**src/rtl/efmt_pkg.sv**
```systemverilog
package efmt_pkg;

    localparam int SAMP_W        = 10;
    localparam int CH_PER_BOARD  = 6;
    localparam int LANES         = 3;
    localparam int WORD_W        = 32;

    localparam logic [WORD_W-1:0] OPEN_WORD  = 32'hF0A5_0001;
    localparam logic [WORD_W-1:0] CLOSE_WORD = 32'hF0A5_00FE;
    localparam logic [3:0]        HDR_TAG    = 4'hA;

    typedef enum logic [2:0] {
        ST_IDLE,
        ST_OPEN,
        ST_HDR,
        ST_DATA,
        ST_CSUM,
        ST_CLOSE
    } efmt_state_e;

    typedef struct packed {
        logic [SAMP_W-1:0] first;
        logic [SAMP_W-1:0] second;
        logic [SAMP_W-1:0] third;
    } efmt_triplet_t;

    function automatic logic [WORD_W-1:0] make_data(input efmt_triplet_t t);
        return {1'b0, ^t, t};
    endfunction

    function automatic logic [WORD_W-1:0] make_hdr(input logic [7:0] brd,
                                                   input logic       even_frame,
                                                   input logic [7:0] cnt);
        return {HDR_TAG, brd, 3'b000, even_frame, 8'h00, cnt};
    endfunction

    function automatic logic [WORD_W-1:0] make_csum(input logic [WORD_W-1:0] acc);
        return {1'b1, acc[WORD_W-2:0]};
    endfunction

endpackage

```
**src/rtl/efmt_seq.sv**
```systemverilog
module efmt_seq
    import efmt_pkg::*;
#(
    parameter int N_BOARDS    = 4,
    parameter int MAX_SAMPLES = 16,
    localparam int BRD_W = (N_BOARDS > 1) ? $clog2(N_BOARDS) : 1,
    localparam int CNT_W = $clog2(MAX_SAMPLES + 1)
) (
    input  logic             clk,
    input  logic             rst,
    input  logic             trig,
    input  logic [CNT_W-1:0] cfg_nsamp,
    input  logic             fire,
    output efmt_state_e      st_q,
    output logic [BRD_W-1:0] board_q,
    output logic             even_q,
    output logic [CNT_W-1:0] idx_q,
    output logic [CNT_W-1:0] nsamp_q
);

    localparam logic [CNT_W-1:0] CNT_MAX   = CNT_W'(MAX_SAMPLES);
    localparam logic [BRD_W-1:0] LAST_BRD  = BRD_W'(N_BOARDS - 1);

    logic [CNT_W-1:0] nsamp_clamped;

    always_comb begin
        nsamp_clamped = (cfg_nsamp > CNT_MAX) ? CNT_MAX : cfg_nsamp;
    end

    always_ff @(posedge clk) begin
        if (rst) begin
            st_q    <= ST_IDLE;
            board_q <= '0;
            even_q  <= 1'b0;
            idx_q   <= '0;
            nsamp_q <= '0;
        end else begin
            case (st_q)
                ST_IDLE: begin
                    if (trig) begin
                        nsamp_q <= nsamp_clamped;
                        st_q    <= ST_OPEN;
                    end
                end
                ST_OPEN: begin
                    if (fire) begin
                        board_q <= '0;
                        even_q  <= 1'b0;
                        st_q    <= ST_HDR;
                    end
                end
                ST_HDR: begin
                    if (fire) begin
                        idx_q <= '0;
                        st_q  <= (nsamp_q == '0) ? ST_CSUM : ST_DATA;
                    end
                end
                ST_DATA: begin
                    if (fire) begin
                        if (idx_q == nsamp_q - CNT_W'(1)) begin
                            st_q <= ST_CSUM;
                        end else begin
                            idx_q <= idx_q + CNT_W'(1);
                        end
                    end
                end
                ST_CSUM: begin
                    if (fire) begin
                        if (even_q) begin
                            if (board_q == LAST_BRD) begin
                                st_q <= ST_CLOSE;
                            end else begin
                                board_q <= board_q + BRD_W'(1);
                                even_q  <= 1'b0;
                                st_q    <= ST_HDR;
                            end
                        end else begin
                            even_q <= 1'b1;
                            st_q   <= ST_HDR;
                        end
                    end
                end
                ST_CLOSE: begin
                    if (fire) begin
                        st_q <= ST_IDLE;
                    end
                end
                default: st_q <= ST_IDLE;
            endcase
        end
    end

endmodule

```
**src/rtl/efmt_word.sv**
```systemverilog
module efmt_word
    import efmt_pkg::*;
#(
    parameter int N_BOARDS    = 4,
    parameter int MAX_SAMPLES = 16,
    localparam int BRD_W = (N_BOARDS > 1) ? $clog2(N_BOARDS) : 1,
    localparam int CNT_W = $clog2(MAX_SAMPLES + 1),
    localparam int ROW_W = CH_PER_BOARD * SAMP_W
) (
    input  efmt_state_e        st,
    input  logic [BRD_W-1:0]   board,
    input  logic               even_frame,
    input  logic [CNT_W-1:0]   nsamp,
    input  logic [ROW_W-1:0]   row,
    input  logic [WORD_W-1:0]  acc,
    output logic [WORD_W-1:0]  word
);

    logic [SAMP_W-1:0] lane [LANES];

    for (genvar k = 0; k < LANES; k++) begin : g_lane
        assign lane[k] = even_frame ? row[(2*k+1)*SAMP_W +: SAMP_W]
                                    : row[(2*k)*SAMP_W   +: SAMP_W];
    end

    efmt_triplet_t trip;

    always_comb begin
        trip.first  = lane[0];
        trip.second = lane[1];
        trip.third  = lane[2];
    end

    always_comb begin
        case (st)
            ST_OPEN:  word = OPEN_WORD;
            ST_HDR:   word = make_hdr(8'(board), even_frame, 8'(nsamp));
            ST_DATA:  word = make_data(trip);
            ST_CSUM:  word = make_csum(acc);
            ST_CLOSE: word = CLOSE_WORD;
            default:  word = '0;
        endcase
    end

endmodule

```
**src/rtl/efmt_csum.sv**
```systemverilog
module efmt_csum
    import efmt_pkg::*;
(
    input  logic              clk,
    input  logic              rst,
    input  logic              load,
    input  logic              add,
    input  logic [WORD_W-1:0] word,
    output logic [WORD_W-1:0] acc_q
);

    always_ff @(posedge clk) begin
        if (rst) begin
            acc_q <= '0;
        end else if (load) begin
            acc_q <= word;
        end else if (add) begin
            acc_q <= acc_q + word;
        end
    end

endmodule

```
**src/rtl/evt_frame_fmt.sv**
```systemverilog
module evt_frame_fmt
    import efmt_pkg::*;
#(
    parameter int N_BOARDS    = 4,
    parameter int MAX_SAMPLES = 16,
    localparam int BRD_W = (N_BOARDS > 1) ? $clog2(N_BOARDS) : 1,
    localparam int CNT_W = $clog2(MAX_SAMPLES + 1),
    localparam int ROW_W = CH_PER_BOARD * SAMP_W
) (
    input  logic              clk,
    input  logic              rst,
    input  logic              trig,
    input  logic [CNT_W-1:0]  cfg_nsamp,
    output logic [BRD_W-1:0]  samp_board,
    output logic [CNT_W-1:0]  samp_idx,
    input  logic [ROW_W-1:0]  samp_data,
    output logic [WORD_W-1:0] out_data,
    output logic              out_valid,
    input  logic              out_ready
);

    efmt_state_e       st_q;
    logic [BRD_W-1:0]  board_q;
    logic              even_q;
    logic [CNT_W-1:0]  idx_q;
    logic [CNT_W-1:0]  nsamp_q;
    logic [WORD_W-1:0] acc_q;
    logic [WORD_W-1:0] word;
    logic              fire;

    assign out_valid  = (st_q != ST_IDLE);
    assign fire       = out_valid & out_ready;
    assign out_data   = word;
    assign samp_board = board_q;
    assign samp_idx   = idx_q;

    efmt_seq #(
        .N_BOARDS    (N_BOARDS),
        .MAX_SAMPLES (MAX_SAMPLES)
    ) seq_i (
        .clk       (clk),
        .rst       (rst),
        .trig      (trig),
        .cfg_nsamp (cfg_nsamp),
        .fire      (fire),
        .st_q      (st_q),
        .board_q   (board_q),
        .even_q    (even_q),
        .idx_q     (idx_q),
        .nsamp_q   (nsamp_q)
    );

    efmt_word #(
        .N_BOARDS    (N_BOARDS),
        .MAX_SAMPLES (MAX_SAMPLES)
    ) word_i (
        .st         (st_q),
        .board      (board_q),
        .even_frame (even_q),
        .nsamp      (nsamp_q),
        .row        (samp_data),
        .acc        (acc_q),
        .word       (word)
    );

    efmt_csum csum_i (
        .clk   (clk),
        .rst   (rst),
        .load  (fire && (st_q == ST_HDR)),
        .add   (fire && (st_q == ST_DATA)),
        .word  (word),
        .acc_q (acc_q)
    );

endmodule

```
**config.mk**
```make
export PLATFORM = sky130hd
export DESIGN_NAME = evt_frame_fmt
export DESIGN_NICKNAME = d
export VERILOG_FILES = /design/src/rtl/efmt_pkg.sv /design/src/rtl/efmt_seq.sv /design/src/rtl/efmt_word.sv /design/src/rtl/efmt_csum.sv /design/src/rtl/evt_frame_fmt.sv
export SDC_FILE = /design/constraint.sdc
export NUM_CORES = 1
export LEC_CHECK = 0
export BUFFER_PORTS_ARGS = -buffer_cell sky130_fd_sc_hd__buf_2
export CAP_MARGIN = 20
export CORE_MARGIN = 4
export CORE_UTILIZATION = 52
export CTS_CLUSTER_SIZE = 24
export DETAILED_ROUTE_END_ITERATION = 8
export GPL_TIMING_DRIVEN = 0
export MAX_ROUTING_LAYER = met4
export PLACE_DENSITY = 0.76
export SLEW_MARGIN = 25
export SYNTH_ARGS = -nofsm -noshare
export SYNTH_HDL_FRONTEND = slang
export SYNTH_HIERARCHICAL = 1
export SYNTH_SLANG_ARGS = --single-unit
```
**constraint.sdc**
```tcl
create_clock -name clk -period 5.5 [get_ports clk]
set_clock_uncertainty 0.15 [all_clocks]
set_input_delay 1.1 -clock clk [delete_from_list [all_inputs] [get_ports clk]]
set_output_delay 1.1 -clock clk [all_outputs]
set_load 0.01 [all_outputs]
```
==> results.txt <==
Leakage Power: 2.656 nW
PwrDens: 290.3 mW/mm^2
Initial core utilization: 54.26%
PnR Total Power: 1.889 mW
Total inserted antenna cells: 0
NumNets Final: 1002
GP Congestion: 0.9632
Register Area: 940.9 um^2
Via count: 6434
CTS max path bufs: 2
First-pass GRT wire length: 29.77 mm
Ports: 109
Cts bufs inserted: 5
H-tree depth: 2
Syn Nets: 887
Worst skew pair latency: 310 ps
Startpoint Class: flop
Peak VDD IR: 198.5 uV
RSZ-0062 raised after global routing: no
Post-CTS setup buffer count: 0
Clock-pin slew on the worst setup and hold paths: 90 ps
Area occupied by multi-input gates: 0.004432 mm^2
Final Hold Viols: 0
Final TNS setup: 0 ps
Fin crit period: 5136 ps
Post-route ant nets: 0
Tightest Pin Transition: 822.8 ps
PostCTS Resize Cnt: 0
GRT Util Overall: 29.56%
Most frequent cells in the layout: buf_2 (114), a21oi_1 (106), nor2_1 (89)
Placed wire-length estimate: 15.11 mm
# clock sinks: 47
Critical path capture point type: flop
Largest net degree at the start of global routing: 15
Die area: 0.01265 mm^2
Status: finished, final reports clean
Setup-failing EPs final: 0
Synthesized area: 0.005677 mm^2
Die Ht: 112.5 um
Worst path arrival time: 5160 ps
Area growth syn-to-layout: 14.59%
Vias in the first global route: 5724
Core box area: 0.01046 mm^2
Chip Width: 112.5 um
Share of layout cells above drive strength 1: 16.59%
Fmax: 194.7 MHz
Max_cap viols: 0
Commonest non-fill, non-tap cell in the layout: buf_2
Initial drt markers: 911
Synth Instances: 782
# hold bufs at CTS: 0
Slew Viols, Final: 0
Worst reg-to-reg setup slack: 360 ps
Drt total wl: 18.95 mm
Worst min path class: flop to flop
CP Data Required Time: 5520 ps
DR WL/cell: 18.33 um
Mapped Avg Cell Area: 7.259 um^2
CTS tree: yes
Tcrit/Tclk final: 93.38%
Detailed Routing Iterations Pass 1: 6
Buffers on Ports: 108
Fillers: 1019
Root Buffer Master: clkbuf_8
CP Max Fanout: 10
Total grt overflow: 0
Final cell count without fillers: 1034
Initial antenna violation count: 0
Synth warn: 6
Slew HR: 45.03%
DRC: 0
WS Path Type: flop to flop
Via/cell ratio: 6.222
# placed instances: 1026
Num rows: 37
path summary, 6_finish.rpt:
| kind | cells after the start | from | end |
|---|---|---|---|
| worst max-delay path | 16 | seq_i/st_q[2] | csum_i/acc_q[30] |
| worst min-delay path | 2 | seq_i/even_q | seq_i/even_q |
| worst max register to register | 16 | seq_i/st_q[2] | csum_i/acc_q[30] |
| worst min register to register | 2 | seq_i/even_q | seq_i/even_q |
flip-flops by register name, indices dropped and copies added (netlist names):
signal,cells
csum_i/acc_q,31
seq_i/board_q,2
seq_i/even_q,1
seq_i/idx_q,5
seq_i/nsamp_q,5
seq_i/st_q,3
through the flow:
step	setup slack [ps]	utilization, %	hold WS [ps]	cell area [um^2]
final	364.3	62.17	367.1	6505
after global placement	566.1	61.05	347.6	6387
after global routing	62.18	62.17	392.9	6505
after CTS	513.9	62.17	369.8	6505
after floorplan	1506	-	307.8	5677
after detailed placement	548.9	61.05	357.1	6387
worst max-delay path, stage by stage, from the launching register on:
cell and delay (ps):
dfxtp_1 530, clkbuf_1 290, nand2b_1 150, clkbuf_1 290, o21a_1 150, clkbuf_1 420
clkbuf_1 500, nor2_1 190, ha_1 270, fa_1 440, a21oi_1 210, o211ai_1 160
nand3_1 280, nand2_1 150, a221oi_2 400, mux2i_1 290, o22ai_1 120
area by class of cell:
| cell class | count | share of cell area [%] |
|---|---|---|
| Sequential cell | 47 | 14.46 |
| Inverter | 27 | 1.558 |
| Tap cell | 136 | 2.616 |
| Clock inverter | 2 | 0.5386 |
| Multi-Input combinational cell | 660 | 68.13 |
| Buffer | 48 | 3.116 |
| Timing Repair Buffer | 108 | 8.309 |
| Clock buffer | 6 | 1.269 |
power breakdown:
| part | total (mW) | switching [mW] | internal [mW] |
|---|---|---|---|
| logic | 1.17 | 0.741 | 0.433 |
| clock network | 0.277 | 0.130 | 0.147 |
| registers | 0.437 | 0.0556 | 0.381 |
| total | 1.89 | 0.927 | 0.962 |
layer usage:
metal | global-route usage (%) | wire length (um) | part of all wire, % | vias up
met5 | - | 0 | 0 | -
met4 | 6.811 | 375 | 2.0 | 0
met3 | 3.989 | 2113 | 11 | 32
met2 | 46.25 | 8339 | 44 | 370
met1 | 40.56 | 8124 | 43 | 2959
li1 | - | - | - | 3073
(Power assumes the default switching activity.)
